### src/rtl/dcio_pkg.sv
package dcio_pkg;
  localparam logic [3:0] ADDR_INPORT = 4'h4;
  localparam logic [3:0] ADDR_ISR    = 4'h5;
  localparam logic [3:0] ADDR_OPCFG  = 4'hD;
  localparam logic [3:0] ADDR_OPSET  = 4'hE;
  localparam logic [3:0] ADDR_OPCLR  = 4'hF;
  localparam int NIB_W  = 4;
  localparam int TX_OFS = 0;
  localparam int RX_OFS = 1;

  typedef struct packed {
    logic mask;
    logic aux;
    logic cfg;
    logic set;
    logic clr;
  } wr_sel_t;
endpackage

### src/rtl/dcio_bus_decode.sv
module dcio_bus_decode
  import dcio_pkg::*;
#(
  parameter int AW = 4,
  parameter int DW = 8
) (
  input  logic [AW-1:0]   addr,
  input  logic            wr,
  input  logic [DW-1:0]   status,
  input  logic [DW-1:0]   inport,
  output dcio_pkg::wr_sel_t sel,
  output logic [DW-1:0]   rdata
);
  always_comb begin
    sel.mask = wr && (addr == ADDR_ISR);
    sel.aux  = wr && (addr == ADDR_INPORT);
    sel.cfg  = wr && (addr == ADDR_OPCFG);
    sel.set  = wr && (addr == ADDR_OPSET);
    sel.clr  = wr && (addr == ADDR_OPCLR);
  end

  always_comb begin
    case (addr)
      ADDR_ISR:    rdata = status;
      ADDR_INPORT: rdata = inport;
      default:     rdata = '0;
    endcase
  end

  always_comb begin
    assert ($countones({sel.mask, sel.aux, sel.cfg, sel.set, sel.clr}) <= 1)
      else $error("AST_ONE_WRITE_TARGET");
  end
endmodule

### src/rtl/dcio_irq_unit.sv
module dcio_irq_unit
  import dcio_pkg::*;
#(
  parameter int NCH = 2,
  parameter int DW  = 8
) (
  input  logic           clk,
  input  logic           rst_n,
  input  logic [NCH-1:0] tx_rdy,
  input  logic [NCH-1:0] rx_rdy,
  input  logic           wr_mask,
  input  logic [DW-1:0]  wdata,
  output logic [DW-1:0]  status,
  output logic           irq_n
);
  localparam int USED_W = NCH * NIB_W;

  logic [DW-1:0] mask_q;
  logic [DW-1:0] packed_st;

  genvar ch;
  generate
    for (ch = 0; ch < NCH; ch++) begin : g_nib
      always_comb begin
        packed_st[ch*NIB_W +: NIB_W]          = '0;
        packed_st[ch*NIB_W + TX_OFS]          = tx_rdy[ch];
        packed_st[ch*NIB_W + RX_OFS]          = rx_rdy[ch];
      end
    end
    if (DW > USED_W) begin : g_pad
      assign packed_st[DW-1:USED_W] = '0;
    end
  endgenerate

  assign status = packed_st;

  always_ff @(posedge clk or negedge rst_n) begin
    if (!rst_n) mask_q <= '0;
    else if (wr_mask) mask_q <= wdata;
  end

  assign irq_n = ~|(packed_st & mask_q);

  AST_MASK_ZERO_QUIET: assert property (@(posedge clk) disable iff (!rst_n)
    (mask_q == '0) |-> irq_n);
  AST_MASK_HOLD: assert property (@(posedge clk) disable iff (!rst_n)
    !wr_mask |=> $stable(mask_q));
  AST_NO_READY_NO_IRQ: assert property (@(posedge clk) disable iff (!rst_n)
    ((tx_rdy == '0) && (rx_rdy == '0)) |-> irq_n);
endmodule

### src/rtl/dcio_outport.sv
module dcio_outport #(
  parameter int DW = 8
) (
  input  logic          clk,
  input  logic          rst_n,
  input  logic          wr_set,
  input  logic          wr_clr,
  input  logic [DW-1:0] wdata,
  output logic [DW-1:0] out_pins
);
  logic [DW-1:0] op_q;

  always_ff @(posedge clk or negedge rst_n) begin
    if (!rst_n)      op_q <= '0;
    else if (wr_set) op_q <= op_q | wdata;
    else if (wr_clr) op_q <= op_q & ~wdata;
  end

  assign out_pins = ~op_q;

  AST_SET_ONES: assert property (@(posedge clk) disable iff (!rst_n)
    wr_set |=> ((~out_pins & $past(wdata)) == $past(wdata)));
  AST_SET_KEEP: assert property (@(posedge clk) disable iff (!rst_n)
    wr_set |=> ((out_pins & ~$past(wdata)) == ($past(out_pins) & ~$past(wdata))));
  AST_CLR_ONES: assert property (@(posedge clk) disable iff (!rst_n)
    (wr_clr && !wr_set) |=> ((out_pins & $past(wdata)) == $past(wdata)));
  AST_PORT_HOLD: assert property (@(posedge clk) disable iff (!rst_n)
    (!wr_set && !wr_clr) |=> $stable(out_pins));
endmodule

### src/rtl/dcio_ctrl.sv
module dcio_ctrl
  import dcio_pkg::*;
#(
  parameter int NCH = 2,
  parameter int DW  = 8,
  parameter int AW  = 4
) (
  input  logic           clk,
  input  logic           rst_n,
  input  logic [AW-1:0]  bus_addr,
  input  logic           bus_wr,
  input  logic [DW-1:0]  bus_wdata,
  output logic [DW-1:0]  bus_rdata,
  input  logic [NCH-1:0] ch_tx_rdy,
  input  logic [NCH-1:0] ch_rx_rdy,
  input  logic [DW-1:0]  in_pins,
  output logic           irq_n,
  output logic [DW-1:0]  out_pins,
  output logic [DW-1:0]  op_cfg,
  output logic [DW-1:0]  aux_ctrl
);
  wr_sel_t       sel;
  logic [DW-1:0] status;
  logic [DW-1:0] cfg_q;
  logic [DW-1:0] aux_q;

  dcio_bus_decode #(.AW(AW), .DW(DW)) u_dec (
    .addr   (bus_addr),
    .wr     (bus_wr),
    .status (status),
    .inport (in_pins),
    .sel    (sel),
    .rdata  (bus_rdata)
  );

  dcio_irq_unit #(.NCH(NCH), .DW(DW)) u_irq (
    .clk     (clk),
    .rst_n   (rst_n),
    .tx_rdy  (ch_tx_rdy),
    .rx_rdy  (ch_rx_rdy),
    .wr_mask (sel.mask),
    .wdata   (bus_wdata),
    .status  (status),
    .irq_n   (irq_n)
  );

  dcio_outport #(.DW(DW)) u_op (
    .clk      (clk),
    .rst_n    (rst_n),
    .wr_set   (sel.set),
    .wr_clr   (sel.clr),
    .wdata    (bus_wdata),
    .out_pins (out_pins)
  );

  always_ff @(posedge clk or negedge rst_n) begin
    if (!rst_n) begin
      cfg_q <= '0;
      aux_q <= '0;
    end else begin
      if (sel.cfg) cfg_q <= bus_wdata;
      if (sel.aux) aux_q <= bus_wdata;
    end
  end

  assign op_cfg   = cfg_q;
  assign aux_ctrl = aux_q;

  AST_CFG_HOLD: assert property (@(posedge clk) disable iff (!rst_n)
    !(bus_wr && bus_addr == ADDR_OPCFG) |=> $stable(op_cfg));
  AST_AUX_HOLD: assert property (@(posedge clk) disable iff (!rst_n)
    !(bus_wr && bus_addr == ADDR_INPORT) |=> $stable(aux_ctrl));
  AST_CFG_LOAD: assert property (@(posedge clk) disable iff (!rst_n)
    (bus_wr && bus_addr == ADDR_OPCFG) |=> (op_cfg == $past(bus_wdata)));
endmodule

### config.mk
export PLATFORM = sky130hd
export DESIGN_NAME = dcio_ctrl
export DESIGN_NICKNAME = d
export VERILOG_FILES = /design/src/rtl/dcio_pkg.sv /design/src/rtl/dcio_bus_decode.sv /design/src/rtl/dcio_irq_unit.sv /design/src/rtl/dcio_outport.sv /design/src/rtl/dcio_ctrl.sv
export SDC_FILE = /design/constraint.sdc
export NUM_CORES = 1
export LEC_CHECK = 0
export ABC_AREA = 1
export BUFFER_PORTS_ARGS = -buffer_cell sky130_fd_sc_hd__buf_2
export CAP_MARGIN = 20
export CORE_AREA = 2 2 48 72
export CTS_CLUSTER_SIZE = 10
export DETAILED_ROUTE_END_ITERATION = 10
export DIE_AREA = 0 0 50 74
export PLACE_DENSITY = 0.75
export SETUP_SLACK_MARGIN = 0.2
export SYNTH_ARGS = -nofsm -noshare
export SYNTH_HDL_FRONTEND = slang
export SYNTH_SLANG_ARGS = --single-unit
### constraint.sdc
create_clock -name clk -period 1.2 [get_ports clk]
set_clock_uncertainty 0.2 [all_clocks]
set_input_delay 0.06 -clock clk [delete_from_list [all_inputs] [get_ports clk]]
set_output_delay 0.06 -clock clk [all_outputs]
set_load 0.05 [all_outputs]
Word-level counts from Yosys, hierarchy flattened:

Index checks and enable logic that the tools add are counted.

* bits in read-only memories: 0
* bits of input ports: 27
* bits in registers: 32
* output and inout bits: 33
* logic and storage cells: 25
* latch bits: 0
* memories kept: 0
* RAM bits: 0

* order comparisons: 0
* bitwise operators: 5
* multiply operators: 0
* add/sub/neg operators: 0
* div/mod/pow operators: 0
* shift-type cells: 0
* mux-type cells: 3
* reductions and logical operators: 8
* eq/ne operators: 5

Operators by type and width (count)
* $mux 8: 2
* $not 8->8: 2
* $pmux 8 s2: 1
* $eq 4x4->1 const B: 3
* $and 6x8->8: 1
* $and 8x8->8: 1
* $eq 4x3->1 const B: 2
* $or 8x8->8: 1
* $reduce_or 8->1: 1
* $logic_and 1x1->1: 5
* $reduce_bool 2->1: 1
* $logic_not 1->1: 1

Depth between registers and ports, before layout:

Gate-level depths: netlist of the first run.

* depth in word-level cells: 4
* gate-level depth with buffers: 6
* mapped depth without buffers: 5

By module:

From an unflattened synthesis of the first run, not the netlist that was laid out.

* cell total of the unflattened synthesis: 191
* area total of the unflattened synthesis: 1422.6 µm²

By module, submodules not included
* dcio_ctrl: cells each 68, area an instance 610.6 µm², sequential area each 400.4 µm², instances 1
* dcio_outport: cells each 50, area an instance 360.3 µm², sequential area each 200.2 µm², instances 1
* dcio_irq_unit: cells each 32, area an instance 240.2 µm², sequential area each 100.1 µm², instances 1
* dcio_bus_decode: cells each 41, area an instance 211.5 µm², sequential area each 0.0 µm², instances 1

Worst setup path after synthesis of the first run:

OpenSTA, ideal clock, no wires.

* path kind: register to output
* start point: reg u_irq.mask_q[4]
* end point: out irq_n
* arrival: 1248 ps
* setup slack: -308 ps
* buffers on the path: 0
* data required time: 940 ps
* cell stages (with the launch flop): 4
* cell sequence: dfrtp_1 > nand2_1 > nand3_1 > a21oi_1

* word-level cells in the longest chain between the ends: 3

RTL lines
* start, declared: line dcio_irq_unit.sv:18 `logic [DW-1:0] mask_q;`
* start signal, assigned: line dcio_irq_unit.sv:39 `else if (wr_mask) mask_q <= wdata;`
* $and 6x8->8: line dcio_irq_unit.sv:42 `assign irq_n = ~|(packed_st & mask_q);`
* $reduce_or 8->1: line dcio_irq_unit.sv:42
* $logic_not 1->1: line dcio_irq_unit.sv:42
* end, declared: line dcio_ctrl.sv:17 `output logic irq_n,`

No other way between the ends.

Final worst setup path of the first run:

Same ends and word-level chain as after synthesis.

==> out/summary.txt, run 1 <==
result of the run = finished, violations left
violations in the final reports = negative setup slack
Max FO, Critical Path = 2
number of pins with negative max-slew slack in the final report = 0
Arr. time, crit path = 1240 ps
width of the die = 50 µm
root buffer cell = clkbuf_8
routed wire length per instance = 20.4 µm
initial standard-cell utilization of the core = 0.444
Total Die Area = 0.00370 mm²
Final Cell Area = 0.00278 mm²
flip-flop and latch count after synthesis = 28
number of antenna violations at the first check in global routing = 0
fmax = 0.668 GHz
number of cell rows = 25
post-route minimum period = 1500 ps
highest metal layer used by the detailed router = met4
count of endpoints failing hold in the final timing report = 0
Seq/Total Area, Yosys = 0.510
slack of the critical path = -297 ps
post-synthesis to final-layout area growth = 102%
type of the worst setup path = reg2out
startpoint of the worst register-to-register path = u_irq.mask_q[0]
Critical Path Start Type = flop
main flop type after synthesis = dfrtp_1
total routed wire length on the met1 layer = 2.24 mm
static power due to leakage = 1.36 nW
clock latency on the worst-skew pair = 280 ps
clock-pin slew reported for the worst setup and hold paths after clock tree synthesis = 90 ps
aggregate global routing overflow = 0
via count of the first global-routing pass = 1715
io pins = 60
total wirelength of the detailed-routed design = 6.55 mm
GRT Resource Usage Total = 0.292
Pwr per Cell Area = 1500 mW/mm²
most numerous cell in the Yosys netlist = nand2_1
worst-case headroom to the max-slew limit = 0.774
number of flops mapped to enable cells by yosys = 0
IR drop worst, VDD = 1.31 mV
met3 wire length = 395 µm
DP Wirelength = 2.60 mm
vertical die dimension = 74 µm
Vias per Instance = 5.57
total number of vias = 1787
1st-iter DRT viols = 76
fraction of final layout cells with drive strength greater than 1 = 0.584
Syn. warnings = 0
CTS Buf Count = 3
DP Worst Slack = -56.9 ps
worst reg-to-reg setup slack = 90 ps
detailed-routing iteration count for the pre-antenna-repair pass = 4
top-area cell type share of the netlist area = 0.510
commonest cells in the synthesized netlist = 82 x nand2_1, 28 x dfrtp_1, 20 x inv_1
setup repair after global routing missed its margin = yes
clock tree from TritonCTS = yes
count of antenna-violating nets left after detailed routing = 0
net count of the finished layout = 309
detailed-routed wire length on met2 = 3.53 mm
Sink Count = 28
syn avg cell area = 7.68 µm²
core outline area = 0.00310 mm²
drt drc = 0
Setup Viol. Count Final = 2
hold_sp = bus_addr[0]
final design utilization = 0.899
mapped cell area = 0.00138 mm²
largest net degree at the start of global routing = 29
depth of the CTS H-tree = 1
net count of the mapped netlist = 206
class of the tightest hold or removal check = in2reg
Async SR Flop Fraction = 1.00
diodes inserted = 0
worst r2r dst = u_irq.mask_q[0]
maximum clock path buffer count = 2
input/output buffers = 59
cell types occupying the most area after synthesis = dfrtp_1 51%, nand2_1 22%, nand3_1 6.6%
max-capacitance violation count = 0
Cells after Synth = 179
worst slew pin tran = 338 ps
routability congestion estimate from global placement = 0.764
Final Hold Slack = 22.1 ps
required time of the critical path = 940 ps
leading area contributor after synthesis = dfrtp_1
number of cells on the worst hold path = 5
Netlist cell types = 15
final period utilization = 1.25
Cell Area, Placed = 0.00187 mm²
Critical Path End Type = output pin
depth of the most critical reg-to-reg path = 4
global-route wire length before repair = 8.11 mm
## worst max path at each step
stage / start / end
after global placement: bus_addr[3] / bus_rdata[3]
after floorplan: bus_addr[2] / bus_rdata[2]
final: u_irq.mask_q[4] / irq_n
after detailed placement: bus_addr[2] / bus_rdata[2]
after CTS: u_irq.mask_q[4] / irq_n
after global routing: u_irq.mask_q[4] / irq_n
## what timing repair did
action,CTS,global route
hold endpoints to repair,56,0
buffers inserted,12,11
endpoints found under the setup margin,33,44
gates resized for setup,123,40
hold buffers,9,0
pin swaps,11,21
## cells by family (layout without fill, tap and decap cells)
| logic type | count (synthesis) | after routing | share of synthesized area |
|---|---|---|---|
| AOI/OAI and AO/OA | 5 | 5 | 0.0255 |
| buffers and inverters | 25 | 127 | 0.0764 |
| DFF | 28 | 28 | 0.510 |
| and+or+nand+nor | 121 | 121 | 0.389 |
## where the power goes
group          leakage (nW)  switching (W)  internal (W)
Sequential            0.332       0.000201       0.00116
Clock                0.0357       0.000316      0.000448
Combinational         0.990        0.00118      0.000869
## worst max-delay path, stage by stage (launching register included)
cell and delay, ps:
dfrtp_1 420, nand2_1 120, nand3_2 110, a21oi_4 130, buf_6 170
## cells in the final DEF (no fill, tap or decap)
master,n
buf_4,22
nor2_4,8
inv_2,8
dfrtp_2,16
nand4_1,8
dlygate4sd3_1,9
inv_4,2
nor2_2,2
nand3_1,11
bufinv_16,1
inv_1,11
dfrtp_1,12
a21oi_4,1
nand3_2,5
buf_6,13
nand2_2,14
buf_2,22
nand2_1,64
nand3_4,4
o21bai_1,2
buf_12,3
nand2_4,4
clkbuf_8,3
buf_8,33
o21bai_4,2
nand2_8,1
## routing by layer
metal  vias up  global-route usage
met5         -                   0
li1        761                   -
met3        34              0.0442
met4         0               0.151
met1       869               0.313
met2       123               0.545
## stage by stage
step	TNS, ps	std cells	power (W)
after CTS	-186	310	0.00382
after global routing	-332	321	0.00430
final	-306	321	0.00418
after global placement	-124	285	0.00253
after floorplan	0	179	0.00219
after detailed placement	-465	285	0.00255
## area by class of cell
type                    count  area, µm²
clock buffers               3       41.3
clock inverters             1       30.0
multi-input cells         126        790
well taps                  40       50.0
flip-flops and latches     28        721
repair buffers            102       1070
fillers                   129        314
inverters                  21       83.8
Power figures use the tool's default switching activity.
==> run 2: changes to the inputs <==
--- a/config.mk
+++ b/config.mk
@@ -6,6 +6,7 @@
 export NUM_CORES = 1
 export LEC_CHECK = 0
 export ABC_AREA = 1
+export ABC_CLOCK_PERIOD_IN_PS = 1200
 export BUFFER_PORTS_ARGS = -buffer_cell sky130_fd_sc_hd__buf_2
 export CAP_MARGIN = 20
 export CORE_AREA = 2 2 48 72
@@ -13,7 +14,6 @@
 export DETAILED_ROUTE_END_ITERATION = 10
 export DIE_AREA = 0 0 50 74
 export PLACE_DENSITY = 0.75
-export SETUP_SLACK_MARGIN = 0.2
 export SYNTH_ARGS = -nofsm -noshare
 export SYNTH_HDL_FRONTEND = slang
 export SYNTH_SLANG_ARGS = --single-unit
==> out/summary.txt, run 2 (synthesis gave the netlist of run 1 again) <==
static power due to leakage = 1.18 nW
Final Hold Slack = 12.6 ps
number of cell rows = 25
via count of the first global-routing pass = 1253
aggregate global routing overflow = 0
max-capacitance violation count = 0
total number of vias = 1432
worst-case headroom to the max-slew limit = 0.782
count of endpoints failing hold in the final timing report = 0
required time of the critical path = 940 ps
destination of the critical timing path = irq_n
post-synthesis to final-layout area growth = 52.0%
CTS Buf Count = 3
total routed wire length on the met1 layer = 1.34 mm
detailed-routing iteration count for the pre-antenna-repair pass = 4
startpoint of the worst register-to-register path = u_irq.mask_q[5]
worst r2r dst = u_irq.mask_q[5]
violations in the final reports = negative setup slack
Slowest-stage cell, CP = dfrtp_1
final design utilization = 0.675
fraction of final layout cells with drive strength greater than 1 = 0.349
type of the worst setup path = reg2out
setup repair after global routing missed its margin = yes
routability congestion estimate from global placement = 0.796
leading cell type in the layout, fill and taps excluded = nand2_1
Critical Path Start Type = flop
met3 wire length = 165 µm
global-route wire length before repair = 5.51 mm
largest net degree at the start of global routing = 17
commonest non-fill, non-tap cells in the layout = 82 x nand2_1, 38 x buf_2, 28 x dfrtp_1
Max FO, Critical Path = 2
class of the tightest hold or removal check = in2async
maximum clock path buffer count = 2
total wirelength of the detailed-routed design = 3.58 mm
Arr. time, crit path = 1100 ps
depth of the most critical reg-to-reg path = 4
depth of the CTS H-tree = 1
final period utilization = 1.14
vertical die dimension = 74 µm
DP Wirelength = 2.55 mm
input/output buffers = 59
1st-iter DRT viols = 37
number of antenna violations at the first check in global routing = 0
highest metal layer used by the detailed router = met4
Sink Count = 28
slack of the critical path = -163 ps
clock tree from TritonCTS = yes
result of the run = finished, violations left
Pwr per Cell Area = 1630 mW/mm²
clock-pin slew reported for the worst setup and hold paths after clock tree synthesis = 90 ps
number of pins with negative max-slew slack in the final report = 0
initial standard-cell utilization of the core = 0.444
diodes inserted = 0
Setup Viol. Count Final = 1
cells along the critical path = nand2_1 > nand3_2 > a21oi_2 > buf_6
highest cell delay on the worst timing path = 390 ps
drt drc = 0
Vias per Instance = 4.76
worst slew pin tran = 327 ps
width of the die = 50 µm
net count of the finished layout = 289
worst reg-to-reg setup slack = 170 ps
clock latency on the worst-skew pair = 270 ps
post-route minimum period = 1360 ps
IR drop worst, VDD = 0.986 mV
Total Die Area = 0.00370 mm²
fmax = 0.734 GHz
count of antenna-violating nets left after detailed routing = 0
GRT Resource Usage Total = 0.193
final setup TNS = -163 ps
root buffer cell = clkbuf_8
Critical Path End Type = output pin
routed wire length per instance = 11.9 µm
launch point of the worst path = u_irq.mask_q[4]
io pins = 60
detailed-routed wire length on met2 = 2.00 mm
core outline area = 0.00310 mm²
[run 2: cell types whose count changed in the layout (fill, tap and decap cells not counted), moves of 5 or more]
cell / before / now
buf_8: 33 / 0
nand2_1: 64 / 82
buf_2: 22 / 38
dfrtp_1: 12 / 28
dfrtp_2: 16 / 0
nand2_2: 14 / 1
clkbuf_4: 0 / 8
buf_4: 22 / 16
inv_1: 11 / 17
nand3_1: 11 / 17
nor2_1: 0 / 5
[run 2: critical path, delay by kind of cell (launching register included)]
kind	cells	cell delay (ps)
compound gates	1	120
simple gates	2	160
flops	1	390
buf+inv	1	170
[run 2: power by group]
part	total [W]	switching, W	internal [W]
Sequential	0.00125	0.000109	0.00114
Combinational	0.00144	0.000988	0.000450
Clock	0.000730	0.000284	0.000446
[run 2: cell type report]
| cell class | instances | area [µm²] |
|---|---|---|
| repair buffers | 82 | 602 |
| clock inverters | 1 | 30.0 |
| fillers | 250 | 1010 |
| clock buffers | 3 | 41.3 |
| multi-input cells | 126 | 588 |
| inverters | 21 | 78.8 |
| well taps | 40 | 50.0 |
| flip-flops and latches | 28 | 701 |
[run 2: per-layer routing]
layer | track usage | vias to the layer above
li1 | - | 717
met1 | 0.223 | 672
met2 | 0.361 | 37
met3 | 0.0221 | 6
met4 | 0.0741 | 0
met5 | 0 | -
[run 2: repair_timing]
item	in CTS	in global routing
endpoints found under the hold margin	56	0
pin swaps	3	2
hold buffers	9	0
resized for setup	14	23
setup buffers	1	2
setup endpoints to repair	12	24
[run 2: worst min-delay path by stage]
stage            from     endpoint  slack [ps]  cells past startpoint
5_1_grt        bus_wr  aux_ctrl[3]          30                      4
2_1_floorplan   rst_n    async pin        -440                      0
3_5_place_dp    rst_n    async pin        -220                      1
6_report        rst_n  aux_ctrl[1]          10                      2
3_3_place_gp    rst_n    async pin        -220                      1
4_1_cts         rst_n  aux_ctrl[1]           9                      2
[run 2: stage by stage]
step	instance area [µm²]	total power (W)	setup slack, ps	std cells
final	2090	0.00342	-163	301
after global routing	2090	0.00359	-226	301
after CTS	2010	0.00332	-164	299
after detailed placement	1810	0.00250	0.629	285
after global placement	1810	0.00249	14.9	285
after floorplan	1380	0.00215	-92.6	179
==> run 3: changes to the inputs <==
--- a/config.mk
+++ b/config.mk
@@ -6,14 +6,14 @@
 export NUM_CORES = 1
 export LEC_CHECK = 0
 export ABC_AREA = 1
-export ABC_CLOCK_PERIOD_IN_PS = 1200
+export ABC_CLOCK_PERIOD_IN_PS = 1800
 export BUFFER_PORTS_ARGS = -buffer_cell sky130_fd_sc_hd__buf_2
 export CAP_MARGIN = 20
-export CORE_AREA = 2 2 48 72
+export CORE_AREA = 2 2 56 58
 export CTS_CLUSTER_SIZE = 10
 export DETAILED_ROUTE_END_ITERATION = 10
-export DIE_AREA = 0 0 50 74
-export PLACE_DENSITY = 0.75
+export DIE_AREA = 0 0 58 60
+export PLACE_DENSITY = 0.8
 export SYNTH_ARGS = -nofsm -noshare
 export SYNTH_HDL_FRONTEND = slang
 export SYNTH_SLANG_ARGS = --single-unit
==> constraint.sdc (replaced) <==
create_clock -name clk -period 1.8 [get_ports clk]
set_clock_uncertainty 0.2 [all_clocks]
set_input_delay 0.09 -clock clk [delete_from_list [all_inputs] [get_ports clk]]
set_output_delay 0.09 -clock clk [all_outputs]
set_load 0.05 [all_outputs]
==> out/summary.txt, run 3 (synthesis gave the netlist of run 1 again) <==
Pwr per Cell Area = 1020 mW/mm²
largest net degree at the start of global routing = 29
worst slew pin tran = 615 ps
Max FO, Critical Path = 9
Min-Delay Endpoint = u_irq.mask_q[0]
diodes inserted = 0
total number of vias = 1372
DP Wirelength = 2.37 mm
via count of the first global-routing pass = 1213
count of endpoints failing hold in the final timing report = 1
final design utilization = 0.654
initial standard-cell utilization of the core = 0.474
vertical die dimension = 60 µm
Final Hold Slack = -3.95 ps
IR drop worst, VDD = 0.597 mV
clock-pin slew reported for the worst setup and hold paths after clock tree synthesis = 140 ps
static power due to leakage = 1.09 nW
width of the die = 58 µm
number of cell rows = 20
depth of the CTS H-tree = 1
CTS Buf Count = 3
fraction of final layout cells with drive strength greater than 1 = 0.282
class of the tightest hold or removal check = in2reg
core outline area = 0.00290 mm²
DP Worst Slack = 401 ps
global-route wire length before repair = 5.60 mm
Sink Count = 28
final period utilization = 0.943
post-synthesis to final-layout area growth = 38.0%
clock latency on the worst-skew pair = 330 ps
startpoint of the worst register-to-register path = u_irq.mask_q[1]
fmax = 0.589 GHz
final instance count without filler cells = 288
hold_sp = bus_addr[2]
io pins = 60
number of cells on the worst hold path = 4
number of pins with negative max-slew slack in the final report = 0
worst-case headroom to the max-slew limit = 0.590
total wirelength of the detailed-routed design = 3.39 mm
depth of the most critical reg-to-reg path = 4
violations in the final reports = negative hold slack
GRT Resource Usage Total = 0.217
1st-iter DRT viols = 44
max-capacitance violation count = 0
number of antenna violations at the first check in global routing = 0
Arr. time, crit path = 1410 ps
leading cell type in the layout, fill and taps excluded = nand2_1
input/output buffers = 59
detailed-routing iteration count for the pre-antenna-repair pass = 4
Vias per Instance = 4.76
maximum clock path buffer count = 2
Setup Viol. Count Final = 0
result of the run = finished, violations left
clock tree from TritonCTS = yes
placed cell count = 268
aggregate global routing overflow = 0
root buffer cell = clkbuf_4
Power, Total = 0.00194 W
drt drc = 0
routability congestion estimate from global placement = 0.788
post-route minimum period = 1700 ps
type of the worst setup path = in2out
slack of the critical path = 102 ps
required time of the critical path = 1510 ps
Critical Path End Type = output pin
Total Die Area = 0.00348 mm²
worst reg-to-reg setup slack = 340 ps
Critical Path Start Type = input port
worst r2r dst = u_irq.mask_q[1]
net count of the finished layout = 284
commonest non-fill, non-tap cells in the layout = 82 x nand2_1, 56 x buf_2, 28 x dfrtp_1
routed wire length per instance = 11.8 µm
count of antenna-violating nets left after detailed routing = 0
## run 3: critical path, cell delays in order
cell           delay (ps)
buf_2                 100
dlygate4sd3_1         560
inv_2                 100
nor2_4                150
nand3_1                80
nand2_1                60
buf_2                 250
## run 3: report_power, final
part | leakage, nW | internal, W | total (W) | switching (W)
Sequential | 0.353 | 0.000758 | 0.000824 | 0.0000657
Clock | 0.0138 | 0.0000789 | 0.000263 | 0.000184
Combinational | 0.720 | 0.000221 | 0.000853 | 0.000632
Total | 1.09 | 0.00106 | 0.00194 | 0.000883
## run 3: per-layer routing
layer	vias to the layer above	GRT usage	part of all wire
met5	-	0	0
met4	0	0.0897	0.017
met3	5	0.0325	0.041
met2	38	0.370	0.49
met1	615	0.276	0.45
li1	714	-	-
## run 3: final cells by class
class / count / area (µm²)
inverters: 21 / 78.8
clock buffers: 3 / 22.5
well taps: 33 / 41.3
multi-input cells: 126 / 574
flip-flops and latches: 28 / 701
fillers: 269 / 1000
repair buffers: 77 / 480
## run 3: metrics by stage
step | cell area [µm²] | TNS [ps]
2_1_floorplan | 1380 | 0
4_1_cts | 1890 | 0
3_5_place_dp | 1690 | 0
6_report | 1900 | 0
3_3_place_gp | 1690 | 0
5_1_grt | 1900 | -2.02
## run 3: worst max path at each step
stage / start / to / slack (ps) / cells after the start
global placement: bus_addr[2] / bus_rdata[3] / 420 / 6
CTS: bus_addr[0] / bus_rdata[1] / 30 / 7
global route: bus_addr[0] / bus_rdata[4] / -2 / 7
finish: bus_addr[0] / bus_rdata[4] / 100 / 7
floorplan: u_irq.mask_q[4] / irq_n / 260 / 3
detailed placement: bus_addr[2] / bus_rdata[2] / 400 / 6
## run 3: timing repair
action                     in CTS  in global routing
gates resized for setup         0                  4
setup endpoints to repair       0                  4
buffers inserted                0                  0
hold endpoints to repair       56                  0
hold buffers                   17                  0
